File: src/rtl/prio_pkg.sv
// Shared constants and the decoded command record for the interrupt controller.
// Assumes eight inputs and an 8-bit bus; the command bit positions sit at the
// top of the data word.
package prio_pkg;
    localparam int PIC_N      = 8;
    localparam int PIC_IDX_W  = 3;
    localparam int PIC_DATA_W = 8;

    // Decoded view of a write to the command location.
    typedef struct packed {
        logic                 base_load;
        logic                 eoi;
        logic                 rotate;
        logic                 specific;
        logic [PIC_IDX_W-1:0] level;
    } prio_cmd_t;
endpackage

File: src/rtl/prio_pick.sv
// Rotating priority picker: finds the most urgent set bit of vec, where the
// bit just above `lowest` is most urgent and `lowest` itself is least urgent.
// Also reports the rank (0 = most urgent). Assumes N is a power of two.
module prio_pick #(
    parameter int N     = 8,
    parameter int IDX_W = $clog2(N)
) (
    input  logic [N-1:0]     vec,
    input  logic [IDX_W-1:0] lowest,
    output logic             found,
    output logic [IDX_W-1:0] idx,
    output logic [IDX_W-1:0] rank
);
    logic [IDX_W-1:0] cand;

    // Scan from least to most urgent so the last hit is the most urgent one.
    always_comb begin
        found = 1'b0;
        idx   = '0;
        rank  = '0;
        cand  = '0;
        for (int r = N - 1; r >= 0; r--) begin
            cand = lowest + IDX_W'(r + 1);
            if (vec[cand]) begin
                found = 1'b1;
                idx   = cand;
                rank  = IDX_W'(r);
            end
        end
    end

    // The reported winner must be a set bit of the input vector.
    always_comb begin
        if (found) begin
            assert_pick_valid_R4: assert (vec[idx]);
        end
    end
endmodule

File: src/rtl/prio_req_latch.sv
// Pending-request register: captures rising edges of the request inputs and
// holds them until the acknowledge logic clears the winner. Inputs are
// assumed already synchronous to clk. A new edge wins over a same-cycle clear.
module prio_req_latch #(
    parameter int N = 8
) (
    input  logic         clk,
    input  logic         rst_n,
    input  logic [N-1:0] req_in,
    input  logic [N-1:0] clr,
    output logic [N-1:0] pend
);
    logic [N-1:0] req_q;
    logic [N-1:0] rise;

    assign rise = req_in & ~req_q;

    // Remember last input level for edge detection.
    always_ff @(posedge clk) begin
        if (!rst_n) req_q <= '0;
        else        req_q <= req_in;
    end

    // Set on edge, clear on acknowledge.
    always_ff @(posedge clk) begin
        if (!rst_n) pend <= '0;
        else        pend <= (pend & ~clr) | rise;
    end

    assert_edge_latched_R2: assert property (@(posedge clk) disable iff (!rst_n)
        (rise != '0) |=> ((pend & $past(rise)) == $past(rise)));
endmodule

File: src/rtl/prio_irq_ctrl.sv
// Eight-input priority interrupt controller, top level. Holds the mask,
// in-service register, rotation pointer and vector base, decodes bus writes,
// arbitrates pending against in-service levels and answers the acknowledge
// with a vector. Assumes a single-cycle irq_ack and synchronous inputs.
module prio_irq_ctrl
    import prio_pkg::*;
#(
    parameter int N      = PIC_N,
    parameter int DATA_W = PIC_DATA_W
) (
    input  logic              clk,
    input  logic              rst_n,
    input  logic              bus_sel,
    input  logic              bus_addr,
    input  logic              bus_wr,
    input  logic              bus_rd,
    input  logic [DATA_W-1:0] bus_wdata,
    output logic [DATA_W-1:0] bus_rdata,
    input  logic [N-1:0]      irq_req,
    input  logic              irq_ack,
    output logic              irq_out
);
    localparam int IDX_W    = $clog2(N);
    localparam int BASE_W   = DATA_W - IDX_W;
    localparam int B_BASE   = DATA_W - 1;
    localparam int B_ROT    = DATA_W - 2;
    localparam int B_SPEC   = DATA_W - 3;

    logic [N-1:0]      pend;
    logic [N-1:0]      imr;
    logic [N-1:0]      isr;
    logic [IDX_W-1:0]  lowest;
    logic [BASE_W-1:0] vbase;

    logic              p_found, s_found;
    logic [IDX_W-1:0]  p_idx, s_idx, p_rank, s_rank;
    logic              take;
    logic [N-1:0]      take_mask;
    logic [N-1:0]      eoi_clr;
    logic              eoi_hit;
    logic [IDX_W-1:0]  eoi_lvl;
    logic              wr_cmd, wr_mask, rd_hit;
    prio_cmd_t         cmd;

    // Bus strobe qualification.
    assign wr_cmd  = bus_sel & bus_wr & ~bus_addr;
    assign wr_mask = bus_sel & bus_wr &  bus_addr;
    assign rd_hit  = bus_sel & bus_rd;

    // Split a command write into its fields.
    always_comb begin
        cmd.base_load = wr_cmd &  bus_wdata[B_BASE];
        cmd.eoi       = wr_cmd & ~bus_wdata[B_BASE];
        cmd.rotate    = bus_wdata[B_ROT];
        cmd.specific  = bus_wdata[B_SPEC];
        cmd.level     = bus_wdata[IDX_W-1:0];
    end

    prio_req_latch #(.N(N)) u_req (
        .clk    (clk),
        .rst_n  (rst_n),
        .req_in (irq_req),
        .clr    (take_mask),
        .pend   (pend)
    );

    prio_pick #(.N(N), .IDX_W(IDX_W)) u_pick_pend (
        .vec    (pend & ~imr),
        .lowest (lowest),
        .found  (p_found),
        .idx    (p_idx),
        .rank   (p_rank)
    );

    prio_pick #(.N(N), .IDX_W(IDX_W)) u_pick_svc (
        .vec    (isr),
        .lowest (lowest),
        .found  (s_found),
        .idx    (s_idx),
        .rank   (s_rank)
    );

    // Raise the line only when the best request outranks all in-service levels.
    assign irq_out   = p_found & (~s_found | (p_rank < s_rank));
    assign take      = irq_ack & irq_out;
    assign take_mask = take ? (N'(1) << p_idx) : '0;

    // Work out which in-service level an end-of-interrupt releases.
    always_comb begin
        eoi_hit = 1'b0;
        eoi_lvl = '0;
        if (cmd.eoi) begin
            if (cmd.specific) begin
                eoi_hit = 1'b1;
                eoi_lvl = cmd.level;
            end else if (s_found) begin
                eoi_hit = 1'b1;
                eoi_lvl = s_idx;
            end
        end
        eoi_clr = eoi_hit ? (N'(1) << eoi_lvl) : '0;
    end

    // In-service register: release on end-of-interrupt, claim on acknowledge.
    always_ff @(posedge clk) begin
        if (!rst_n) isr <= '0;
        else        isr <= (isr & ~eoi_clr) | take_mask;
    end

    // Rotation pointer marks the least urgent level.
    always_ff @(posedge clk) begin
        if (!rst_n)                       lowest <= IDX_W'(N - 1);
        else if (eoi_hit && cmd.rotate)   lowest <= eoi_lvl;
    end

    // Mask register load.
    always_ff @(posedge clk) begin
        if (!rst_n)       imr <= '0;
        else if (wr_mask) imr <= bus_wdata[N-1:0];
    end

    // Vector base load.
    always_ff @(posedge clk) begin
        if (!rst_n)             vbase <= '0;
        else if (cmd.base_load) vbase <= bus_wdata[BASE_W-1:0];
    end

    // Read path: vector during a taken acknowledge, else register reads.
    always_comb begin
        bus_rdata = '0;
        if (take)        bus_rdata = {vbase, p_idx};
        else if (rd_hit) bus_rdata = bus_addr ? DATA_W'(imr) : DATA_W'(pend);
    end

    assert_irq_has_source_R5: assert property (@(posedge clk) disable iff (!rst_n)
        irq_out |-> ((pend & ~imr) != '0));

    assert_ack_claims_R6: assert property (@(posedge clk) disable iff (!rst_n)
        (take && !cmd.eoi) |=> ($countones(isr) == $countones($past(isr)) + 1));

    assert_eoi_releases_R7: assert property (@(posedge clk) disable iff (!rst_n)
        (cmd.eoi && !take) |=> ($countones(isr) <= $countones($past(isr))));

    assert_mask_holds_R3: assert property (@(posedge clk) disable iff (!rst_n)
        !wr_mask |=> $stable(imr));

    assert_idle_ack_R6: assert property (@(posedge clk) disable iff (!rst_n)
        (irq_ack && !irq_out && !cmd.eoi) |=> $stable(isr));
endmodule

File: config.mk
export PLATFORM = sky130hd
export DESIGN_NAME = prio_irq_ctrl
export DESIGN_NICKNAME = d
export VERILOG_FILES = /design/src/rtl/prio_pkg.sv /design/src/rtl/prio_pick.sv /design/src/rtl/prio_req_latch.sv /design/src/rtl/prio_irq_ctrl.sv
export SDC_FILE = /design/constraint.sdc
export NUM_CORES = 1
export LEC_CHECK = 0
export ABC_AREA = 1
export CAP_MARGIN = 20
export CORE_MARGIN = 5
export CORE_UTILIZATION = 40
export DETAILED_ROUTE_END_ITERATION = 12
export PLACE_DENSITY_LB_ADDON = 0.2
export REMOVE_ABC_BUFFERS = 1
export SLEW_MARGIN = 20
export SYNTH_ARGS = -nofsm -noshare
export SYNTH_HDL_FRONTEND = slang
export SYNTH_HIERARCHICAL = 1
export SYNTH_SLANG_ARGS = --single-unit
File: constraint.sdc
create_clock -name clk -period 9.35 [get_ports clk]
set_input_delay 1.87 -clock clk [delete_from_list [all_inputs] [get_ports clk]]
set_output_delay 1.87 -clock clk [all_outputs]
set_load 0.1 [all_outputs]
# Word level (Yosys, flattened, before mapping)
# Cells that the tools add are included.
# totals
regBits	40
inputBits	23
elab_cells	138
# op_classes
n_addsub	7
magnitude_cmp	9
shift	2
mux	91
bitwise_logic	22
reduce_logical	1
# ops
operator	n
$mux W3	35
$bmux W1 S3	16
$mux W8	5
$mux W1	35
$and A8 B8 Y8	4
$lt A3 B4 Y1 const B	8
$not A8 Y8	4
$or A8 B8 Y8	2
$shl A1 B3 Y8 const A	2
$add A3 B3 Y3 const B	4
$and A1 B1 Y1	8
$add A3 B2 Y3 const B	2
$add A3 B1 Y3 const B	1
$lt A3 B3 Y1	1
$not A1 Y1	3
$logic_and A1 B1 Y1	1
$or A1 B1 Y1	1

# Longest topological paths before layout
# logic_depth
ltp_word	20
mapped_depth	24

# Cells and area by module
# Netlist, hierarchy kept.
# by_module_without_submodules
module	n_inst	cells_each	area_per_inst_um2	seq_area_each_um2
prio_pick	2	135	777.0	0.0
prio_irq_ctrl	1	230	1465.2	480.5
prio_req_latch	1	74	573.0	320.3

# Worst setup path after synthesis
# OpenSTA, ideal clock, no wires.
# synth_path
path_kind	reg-to-output
start	register lowest[1]
end	output port bus_rdata[2]
arrival_time_ps	5032
required_time_ps	7480
path_slack_ps	2448
path_stages_with_launch	21
n_path_buf	0
cell_sequence	dfxtp_1 > inv_2 > ha_1 > inv_2 > nand3_1 > nand2_1 > nor2_1 > nor2_2 > inv_2 > nor2_4 > nand2_1 > nor2_1 > inv_1 > ha_1 > a21oi_1 > nand2_1 > a21boi_2 > nand2_2 > nand2_1 > inv_1 > nor2_1
# synth_via
elab_chain_cells	15
word_cells_on_any_way	85
cone_classes	add/sub: 7; order compare: 1; mux: 73; bitwise: 4
# synth_lines
item	line_no	rtl
start: declaration	prio_irq_ctrl.sv:32	logic [IDX_W-1:0] lowest;
start signal: assignment	prio_irq_ctrl.sv:112	if (!rst_n) lowest <= IDX_W'(N - 1);
start signal: assignment	prio_irq_ctrl.sv:113	else if (eoi_hit && cmd.rotate) lowest <= eoi_lvl;
$add A3 B3 Y3 or $bmux W1 S3 (tied branches)	prio_pick.sv:23, prio_pick.sv:24	
$bmux W1 S3 or $mux W1 (tied branches)	prio_pick.sv:24	if (vec[cand]) begin
$mux W1 (implied by the code) or $mux W3 (tied branches)	prio_pick.sv:24	
$mux W3 (6 in series)	prio_pick.sv:24	
$mux W3 *	prio_pick.sv:24	
named net s_rank[2]	prio_irq_ctrl.sv:36	logic [IDX_W-1:0] p_idx, s_idx, p_rank, s_rank;
$lt A3 B3 Y1 *	prio_irq_ctrl.sv:84	assign irq_out = p_found & (~s_found | (p_rank < s_rank));
$or A1 B1 Y1 *	prio_irq_ctrl.sv:84	
$and A1 B1 Y1 *	prio_irq_ctrl.sv:84	
named net irq_out	prio_irq_ctrl.sv:21	output logic irq_out
$and A1 B1 Y1 *	prio_irq_ctrl.sv:85	assign take = irq_ack & irq_out;
$mux W8 *	prio_irq_ctrl.sv:131	if (take) bus_rdata = {vbase, p_idx};
end: declaration	prio_irq_ctrl.sv:18	output logic [DATA_W-1:0] bus_rdata,
# The timed path passes the listed nets; every way through them passes the cells marked *. The select of a mux whose other input is x is not followed.

# Worst setup path in the final report
# layout_path
start	register lowest[0]
end	output port bus_rdata[2]
# layout_via
elab_chain_cells	15
word_cells_on_any_way	85
cone_classes	add/sub: 7; order compare: 1; mux: 73; bitwise: 4
# layout_lines
item	line_no
$add A3 B3 Y3 or $bmux W1 S3 (tied branches)	prio_pick.sv:23, prio_pick.sv:24
$bmux W1 S3 or $mux W1 (tied branches)	prio_pick.sv:24
$mux W1 (implied by the code) or $mux W3 (tied branches)	prio_pick.sv:24
$mux W3 (6 in series)	prio_pick.sv:24
$mux W3 *	prio_pick.sv:24
named net s_rank[2]	prio_irq_ctrl.sv:36
$lt A3 B3 Y1 *	prio_irq_ctrl.sv:84
$or A1 B1 Y1 *	prio_irq_ctrl.sv:84
$and A1 B1 Y1 *	prio_irq_ctrl.sv:84
$and A1 B1 Y1 *	prio_irq_ctrl.sv:85
$mux W8 *	prio_irq_ctrl.sv:131
# Marks and branches as above.

==> run metrics <==
status=complete, no violations; met3 layer usage reported by global route=2.53%; clk buf depth=2; fin nets=629; vias in the first global route=roughly 3,400; Ports=32; post-synthesis cell area=about 3600 µm²; Synth Flop Type=dfxtp_1; clk sinks=40; Final WS setup=around 2.3 ns; post-synth cell types=36; total die area=11,000 µm²; DR WL/cell=~13 µm; Vias=3,600; Final Max Slew Viols=0; Clock transition at path regs=0.08 ns; antenna viol nets, final=0; most frequent cells after synthesis=145 x nand2_1, 86 x inv_1, 80 x nand3_1; GRT busiest layer=met2; met1 GRT Util=23.3%; post-synth top area cell=dfxtp_1; met2 usage=28.7%; synthesized area per cell=6.26 µm²; ANT cells=0; clock latency on the worst-skew pair=around 0.28 ns; num rows=34; yosys warns=6; Max Cap Viol=0; most frequent cell after synthesis=nand2_1; post-synthesis register bit count=40; dpl ws=2.68 ns; Worst Setup Start Kind=flip-flop; Pwr Density=~210 nW/µm²; HPWL Detailed=about 7700 µm; All-Layer GR Usage=17.3%; EDFF count, synth=0; First-pass DRT Iterations=5; Die X-Extent=105 µm; sequential area share after synthesis=22.3%; CTS Hold Bufs=0; Crit path arrival time=between 5 and 6 ns; clock period minus worst slack=roughly 7 ns; filler cell count=924; PostCTS Resize Cnt=0; clk root buf=clkbuf_8; top cell type's share of synthesized area=22.3%; Slew @ Worst Pin=1.02 ns; dominant cells by area after synthesis=dfxtp_1 22%, nand2_1 15%, nand3_1 11%; setup TNS=0 ns; crit end category=primary output; Slew headroom=between 30% and 40%; post-CTS setup buffer count=0; WP buf/inv=6; gpl congestion=0.946; Slowest-stage cell, CP=clkdlybuf4s50_1; antenna violations before repair=0; leakage=1.91 nW; WP data required=7.48 ns; Layout Skew=0.00245 ns; starting density of the core=between 40% and 50%; pin count of the biggest net entering global routing=30; peak supply drop=154 µV; final number of setup-violating endpoints=0; Worst path top cell family by delay=buffers and inverters; final hold vios=0; global route overflow=0; drt first-iter violations=144; crit path max fanout=23; H-Tree Depth=2; core region area=8720 µm²; Post-Route WL=9360 µm; critical path type=flip-flop to primary output; global-route wire length before repair=15,900 µm; Port Buffers=31; FFs w/ async S/R, synth=0%; Hold Path Class=flip-flop to flip-flop; CTS tree=done; Syn-to-layout area delta=12.5%; Inserted Clock Buffers=5; post-DR vias/cell=5.08; RSZ-0062 raised after global routing=false; layout cells sized above 1=between 10 and 15%; critical-path cell list=inv_6, ha_1, inv_2, nand3_1, nand2_1, nor2_1, nor2_2, inv_2, nor2_4, nand2_1, nor2_1, inv_1, ha_1, a21oi_1, nand2_1, a21boi_2, nand2_2, nand2_1, inv_1, nor2_1, clkdlybuf4s50_1; DRC Markers=0; worst stage delay on the critical path=1.14 ns; Syn Inst Count=574; die height=105 µm; fin crit share=75.2%; cell mode on critical path=nand2_1; Fmax achieved=0.142 GHz
[kinds of logic after synthesis]
logic type / Yosys count / share of synthesized area [%]
AND/OR/NAND/NOR: 314 / 43.1
buffers and inverters: 116 / 14.4
AO/OA/AOI/OAI: 94 / 15.1
flip-flops: 40 / 22.3
adder cells (fa/ha/maj): 6 / 2.09
XOR/XNOR: 4 / 3.06
[routing by layer]
layer	up-vias	share of wire [%]
li1	1895	-
met1	1586	46
met2	107	47
met3	12	5.8
met4	0	1.7
met5	-	0
[worst min-delay path, cell delays in order, from the launching register on]
cell and delay (ns):
dfxtp_1 0.30, inv_1 0.04, nand3_1 0.05, nand2_1 0.05
[report_power, final]
| group | internal [W] | leakage [nW] | total, W | switching [W] |
|---|---|---|---|---|
| sequential | 0.000186 | 0.329 | 0.000201 | 0.0000151 |
| combinational | 0.000144 | 1.53 | 0.000499 | 0.000355 |
| clock | 0.0000792 | 0.0552 | 0.000138 | 0.0000591 |
| total | 0.000409 | 1.91 | 0.000838 | 0.000429 |
[through the flow]
step	instances	total power (W)	cell area [µm²]	utilization [%]	hold WS, ns
global route	709	0.000905	4040	46.4	0.492
global placement	701	0.000699	3940	45.1	0.447
CTS	709	0.000843	4040	46.4	0.472
finish	709	0.000838	4040	46.4	0.467
detailed placement	701	0.000702	3940	45.1	0.453
floorplan	560	0.000585	3470	-	0.440
[layout make-up]
class | instances | area [µm²] | area share (%)
multi-input combinational | 418 | 2280 | 56.3
sequential | 40 | 801 | 19.8
inverter | 102 | 398 | 9.84
timing repair buffer | 33 | 325 | 8.05
tap | 108 | 135 | 3.34
clock buffer | 6 | 72.6 | 1.80
clock inverter | 2 | 35.0 | 0.867
[sequential cells by signal (all words and copies together), names as in the netlist]
signal,count
isr,8
lowest,3
u_req/req_q,8
u_req/pend,8
imr,8
vbase,5
[worst paths after layout]
path                  start  cells past startpoint  slack [ns]             to
min          u_req/req_q[4]                      3        0.47  u_req/pend[4]
max reg2reg       lowest[0]                     21        5.50  u_req/pend[7]
min reg2reg  u_req/req_q[4]                      3        0.47  u_req/pend[4]
max               lowest[0]                     21        2.32   bus_rdata[2]
[cells in the final DEF, fill, tap and decap left out, drive strengths merged, types with 2 or more instances in the layout]
| cell | count |
|---|---|
| nand3 | 89 |
| o211ai | 2 |
| xor2 | 2 |
| nand2 | 166 |
| ha | 6 |
| a21oi | 47 |
| nor3 | 3 |
| a31oi | 2 |
| clkdlybuf4s50 | 31 |
| nand4 | 10 |
| clkinv | 2 |
| clkbuf | 6 |
| buf | 2 |
| inv | 101 |
| xnor2 | 2 |
| o21ai | 38 |
| dfxtp | 40 |
| a21boi | 3 |
| nand3b | 2 |
| o21bai | 2 |
| nor2 | 43 |
Power figures use the tool's default switching activity.
